### config.mk
export PLATFORM = sky130hd
export DESIGN_NAME = clkloss_pwrdn_ctrl
export DESIGN_NICKNAME = d
export VERILOG_FILES = /design/src/rtl/clkloss_pkg.sv /design/src/rtl/clkmon_sync.sv /design/src/rtl/clkmon_window.sv /design/src/rtl/pd_cfg_reg.sv /design/src/rtl/clkloss_pwrdn_ctrl.sv
export SDC_FILE = /design/constraint.sdc
export NUM_CORES = 1
export LEC_CHECK = 0
export ABC_AREA = 1
export BUFFER_PORTS_ARGS = -buffer_cell sky130_fd_sc_hd__clkbuf_2
export CORE_MARGIN = 1.5
export CORE_UTILIZATION = 48
export CTS_CLUSTER_SIZE = 12
export DETAILED_ROUTE_END_ITERATION = 8
export PLACE_DENSITY = 0.75
export SLEW_MARGIN = 10
export SYNTH_ARGS = -nofsm -noshare
export SYNTH_HDL_FRONTEND = slang
export SYNTH_SLANG_ARGS = --single-unit
### constraint.sdc
create_clock -name clk -period 1.5 [get_ports clk]
set_input_delay 0.075 -clock clk [delete_from_list [all_inputs] [get_ports clk]]
set_output_delay 0.075 -clock clk [all_outputs]
set_load 0.02 [all_outputs]
### src/rtl/clkloss_pkg.sv
package clkloss_pkg;
  // Saturating increment of the edge count; limit keeps the counter narrow.
  function automatic int edge_next(input int cnt, input logic rise, input int lim);
    int n;
    n = cnt + (rise ? 1 : 0);
    return (n > lim) ? lim : n;
  endfunction

  // Window verdict: lost when the edges seen (including one arriving now) miss the minimum.
  function automatic logic window_short(input int cnt, input logic rise, input int lim);
    return edge_next(cnt, rise, lim) < lim;
  endfunction
endpackage

### src/rtl/clkmon_sync.sv
module clkmon_sync (
  input  logic clk,
  input  logic rst_n,
  input  logic mon_clk,
  output logic mon_rise
);
  logic s1, s2, s3;

  always_ff @(posedge clk or negedge rst_n) begin
    if (!rst_n) begin
      s1 <= 1'b0;
      s2 <= 1'b0;
      s3 <= 1'b0;
    end else begin
      s1 <= mon_clk;
      s2 <= s1;
      s3 <= s2;
    end
  end

  assign mon_rise = s2 & ~s3;
endmodule

### src/rtl/clkmon_window.sv
module clkmon_window #(
  parameter int WIN_TICKS = 8,
  parameter int MIN_EDGES = 4
) (
  input  logic clk,
  input  logic rst_n,
  input  logic ref_tick,
  input  logic mon_rise,
  output logic win_end,
  output logic clk_lost
);
  import clkloss_pkg::*;

  localparam int TICK_W = (WIN_TICKS > 1) ? $clog2(WIN_TICKS) : 1;
  localparam int EDGE_W = $clog2(MIN_EDGES + 1);
  localparam logic [TICK_W-1:0] LAST_TICK = TICK_W'(WIN_TICKS - 1);

  logic [TICK_W-1:0] tick_cnt;
  logic [EDGE_W-1:0] edge_cnt;

  assign win_end = ref_tick && (tick_cnt == LAST_TICK);

  always_ff @(posedge clk or negedge rst_n) begin
    if (!rst_n) begin
      tick_cnt <= '0;
      edge_cnt <= '0;
      clk_lost <= 1'b0;
    end else if (win_end) begin
      clk_lost <= window_short(int'(edge_cnt), mon_rise, MIN_EDGES);
      tick_cnt <= '0;
      edge_cnt <= '0;
    end else begin
      if (ref_tick) tick_cnt <= tick_cnt + 1'b1;
      edge_cnt <= EDGE_W'(edge_next(int'(edge_cnt), mon_rise, MIN_EDGES));
    end
  end

  // the flag only moves right after a window boundary
  assert_lost_only_at_window_R2: assert property (@(posedge clk) disable iff (!rst_n)
    !win_end |=> $stable(clk_lost));

  // edge counter saturates at the minimum
  assert_edge_cnt_bounded_R2: assert property (@(posedge clk) disable iff (!rst_n)
    int'(edge_cnt) <= MIN_EDGES);
endmodule

### src/rtl/pd_cfg_reg.sv
module pd_cfg_reg #(
  parameter int NUM_CH = 4
) (
  input  logic              clk,
  input  logic              rst_n,
  input  logic              wr_en,
  input  logic [NUM_CH:0]   wr_data,
  output logic              det_dis,
  output logic [NUM_CH-1:0] ch_off
);
  logic [NUM_CH:0] cfg_q;

  always_ff @(posedge clk or negedge rst_n) begin
    if (!rst_n) cfg_q <= '0;
    else if (wr_en) cfg_q <= wr_data;
  end

  assign det_dis = cfg_q[0];
  assign ch_off  = cfg_q[NUM_CH:1];
endmodule

### src/rtl/clkloss_pwrdn_ctrl.sv
module clkloss_pwrdn_ctrl #(
  parameter int NUM_CH    = 4,
  parameter int WIN_TICKS = 8,
  parameter int MIN_EDGES = 4
) (
  input  logic              clk,
  input  logic              rst_n,
  input  logic              mon_clk,
  input  logic              ref_tick,
  input  logic              pd_pin,
  input  logic              cfg_wr_en,
  input  logic [NUM_CH:0]   cfg_wr_data,
  output logic              pd_global,
  output logic [NUM_CH-1:0] pd_ch,
  output logic              clk_lost
);
  logic              mon_rise;
  logic              win_end;
  logic              det_dis;
  logic [NUM_CH-1:0] ch_off;
  logic              auto_pd;

  clkmon_sync u_sync (
    .clk(clk), .rst_n(rst_n), .mon_clk(mon_clk), .mon_rise(mon_rise)
  );

  clkmon_window #(.WIN_TICKS(WIN_TICKS), .MIN_EDGES(MIN_EDGES)) u_win (
    .clk(clk), .rst_n(rst_n), .ref_tick(ref_tick), .mon_rise(mon_rise),
    .win_end(win_end), .clk_lost(clk_lost)
  );

  pd_cfg_reg #(.NUM_CH(NUM_CH)) u_cfg (
    .clk(clk), .rst_n(rst_n), .wr_en(cfg_wr_en), .wr_data(cfg_wr_data),
    .det_dis(det_dis), .ch_off(ch_off)
  );

  assign auto_pd   = clk_lost & ~det_dis;
  assign pd_global = pd_pin | auto_pd;

  for (genvar i = 0; i < NUM_CH; i++) begin : g_ch
    assign pd_ch[i] = pd_global | ch_off[i];
  end

  assert_pin_forces_pd_R1: assert property (@(posedge clk) disable iff (!rst_n)
    pd_pin |-> (pd_global && (&pd_ch)));

  assert_loss_forces_pd_R5: assert property (@(posedge clk) disable iff (!rst_n)
    (clk_lost && !det_dis) |-> pd_global);

  assert_disabled_ignores_loss_R6: assert property (@(posedge clk) disable iff (!rst_n)
    (det_dis && !pd_pin) |-> !pd_global);

  assert_global_covers_channels_R8: assert property (@(posedge clk) disable iff (!rst_n)
    pd_global |-> (&pd_ch));
endmodule

==> impl_metrics.py <==
metrics = {
    "yosys": {
        "ys_ff_latch": 15,
        "yosys_warnings": 0,
        "synth.top_cell.area_share_pct": 57.6,
        "synth_cell_types": 14,
        "synth_fp_nets": 83,
        "synthTopCellsByArea": "dfrtp_1 (58%), ha_1 (9.6%), nand2_1 (8.6%)",
        "syn_area_sq_um": 652,
        "netlist.top_cell.by_area": "dfrtp_1",
        "syn_inst": 67,
        "seq_area_frac_synth_pct": 57.6,
        "synth.avg_cell_area_sq_um": 9.73,
    },
    "critical_path": {
        "rr_endpoint": "u_win.edge_cnt[0]",
        "path_max_fanout": 2,
        "regToRegSetupSlack_ns": 0.15,
        "r2r-start": "u_sync.s2",
        "worstPathRequired_ns": 1.70,
        "cp-endpoint": "u_win.edge_cnt[0]",
        "endpoint_kind": "flip-flop",
        "critPathKind": "flip-flop to flip-flop",
        "start_kind": "flip-flop",
        "startpoint": "u_sync.s2",
        "reg2reg_depth": 7,
        "arrival_ns": 1.55,
    },
    "placed_design": {
        "postPlaceCellArea_sq_um": 746,
        "place.gp.congestion": 0.663,
        "portBuffers": 16,
        "dp_hpwl_um": 845,
    },
    "global_routing": {
        "grt_overflow": 0,
        "grt_pass1_vias": 391,
        "antenna_found_initial": 0,
        "grt_first_pass_wirelength_um": 1530,
        "grt.total_usage_pct": 15.6,
        "grt_max_degree": 16,
    },
    "clock_tree": {
        "post-cts-setup-buffers": 0,
        "cts_buffer_depth": 2,
        "numCtsBuffers": 3,
        "cts_tree": "yes",
        "cts_max_level": 1,
        "path_clk_slew_ns": 0.08,
        "cts_resized": 0,
        "clock_latency_ns": 0.27,
        "cts_root_buf": "clkbuf_4",
        "clock_sinks": 15,
    },
    "die": {
        "core-area_sq_um": 1280,
        "fp.dieH_um": 39.9,
        "rows": 13,
        "die_w_um": 39.9,
        "start_util_pct": 50.7,
        "die_area_sq_um": 1590,
        "ios": 17,
    },
    "timing": {
        "slew_viol_final": 0,
        "maxSlewHeadroom_pct": 76.2,
        "hold_ws_ns": 0.0152,
        "setup_viol": 0,
        "final-hold-violation-count": 0,
        "worst_pin_slew_ns": 0.357,
        "rsz0062_at_grt": "true",
        "fin_worst_skew_ns": 0.00224,
        "finalCriticalPeriod_ns": 1.35,
        "clock.fmax_ghz": 0.740,
        "fin_crit_sh_pct": 90.1,
    },
    "route": {
        "ant_nets": 0,
        "dr.pass1.iters": 2,
        "drtIter0Drc": 2,
        "wl_per_cell_um": 10.3,
        "vias_per_cell": 4.48,
        "drc_errors": 0,
        "vias": 466,
        "wl_um": 1080,
    },
    "cells_and_area": {
        "fin_area_sq_um": 802,
        "area_growth_pct": 23.0,
        "layout.nets": 106,
        "final_util_pct": 62.4,
        "drive_above_1_share_pct": 24.7,
        "diodes": 0,
    },
    "pwr": {
        "pwr_density_cell_nw_per_um2": 1440,
        "irDropWorstVdd_uv": 892,
        "p_leak_nw": 0.434,
    },
    "worst_hold_path": {
        "hold_class": "primary input to flip-flop",
    },
    "outcome": {
        "outcome": "completed",
    },
    "flow_run": {
        "maxCapViolations": 0,
    },
}
## worst max-delay path, cell delays in order, from the launching register on
cell and delay (ns):
dfrtp_1 0.38, inv_1 0.05, nor2_1 0.05, ha_1 0.18, ha_1 0.29, nor2_1 0.09, nand2_1 0.07, a21oi_1 0.17
## cells in the final DEF (no fill, tap or decap), drive strengths merged
cell type,synthesis,layout
nor2,2,2
a21oi,5,5
nand3,3,3
ha,5,5
nand2,16,16
dfrtp,15,15
clkbuf,0,20
inv,11,11
dlygate4sd3,0,3
and2,1,1
o21ai,7,7
mux2,1,1
## synthesized netlist by cell type, drive strengths merged
cell / number
ha: 5
inv: 11
buf: 1
o21ai: 7
mux2: 1
nor2: 2
a21oi: 5
dfrtp: 15
nand2: 16
nand3: 3
and2: 1
## through the flow
| step | cells | setup TNS, ns | setup WS, ns | power [mW] |
|---|---|---|---|---|
| finish | 104 | 0 | 0.148 | 1.16 |
| global route | 104 | -0.00351 | -0.00351 | 1.26 |
| CTS | 103 | 0 | 0.135 | 1.17 |
| detailed placement | 97 | 0 | 0.152 | 0.944 |
| global placement | 97 | 0 | 0.205 | 0.916 |
| floorplan | 67 | 0 | 0.271 | 0.826 |
## worst min path at each step
stage / from / to / slack (ns) / cells after the start
floorplan: rst_n / u_cfg.cfg_q[0] / -0.22 / 0
global placement: rst_n / u_win.tick_cnt[2] / 0.002 / 1
detailed placement: rst_n / u_win.tick_cnt[2] / -0.0002 / 1
CTS: cfg_wr_data[0] / u_cfg.cfg_q[0] / 0.001 / 3
global route: cfg_wr_data[1] / u_cfg.cfg_q[1] / 0.006 / 3
finish: cfg_wr_data[1] / u_cfg.cfg_q[1] / 0.02 / 3
## cell families (layout without fill, tap and decap cells)
logic type	count (synthesis)	after routing	share of synthesized area (%)
simple gates	22	22	14.8
mux	1	1	1.73
buf+inv	12	34	7.10
compound gates	12	12	9.21
fa+ha+maj	5	5	9.60
flops	15	15	57.6
## routing by layer
layer	up-vias	routed length, um	track usage (%)
met5	-	0	0
met3	0	21	5.11
met4	0	0	5.17
li1	254	-	-
met2	3	576	25.0
met1	209	477	19.4
## repair_timing
action / in CTS / in global routing
endpoints found under the setup margin: 0 / 1
endpoints found under the hold margin: 16 / 1
hold buffers: 2 / 1
## sequential cells by signal, indices dropped and copies added, names as in the netlist
| name | cells |
|---|---|
| u_cfg.cfg_q | 5 |
| u_sync.s3 | 1 |
| u_sync.s1 | 1 |
| u_sync.s2 | 1 |
| u_win.edge_cnt | 3 |
| u_win.clk_lost | 1 |
| u_win.tick_cnt | 3 |
## layout make-up
type	count	area, sq um
fill	103	483
tap	15	18.8
timing repair buffer	19	110
multi-input combinational	40	230
sequential	15	375
clock buffer	4	26.3
inverter	11	41.3
## report_power, final
| group | switching [mW] | total [mW] | internal, mW |
|---|---|---|---|
| Clock | 0.118 | 0.221 | 0.103 |
| Combinational | 0.214 | 0.372 | 0.158 |
| Sequential | 0.0590 | 0.562 | 0.504 |
| Total | 0.391 | 1.16 | 0.765 |
Note: power is estimated with default switching activity, not from simulation.
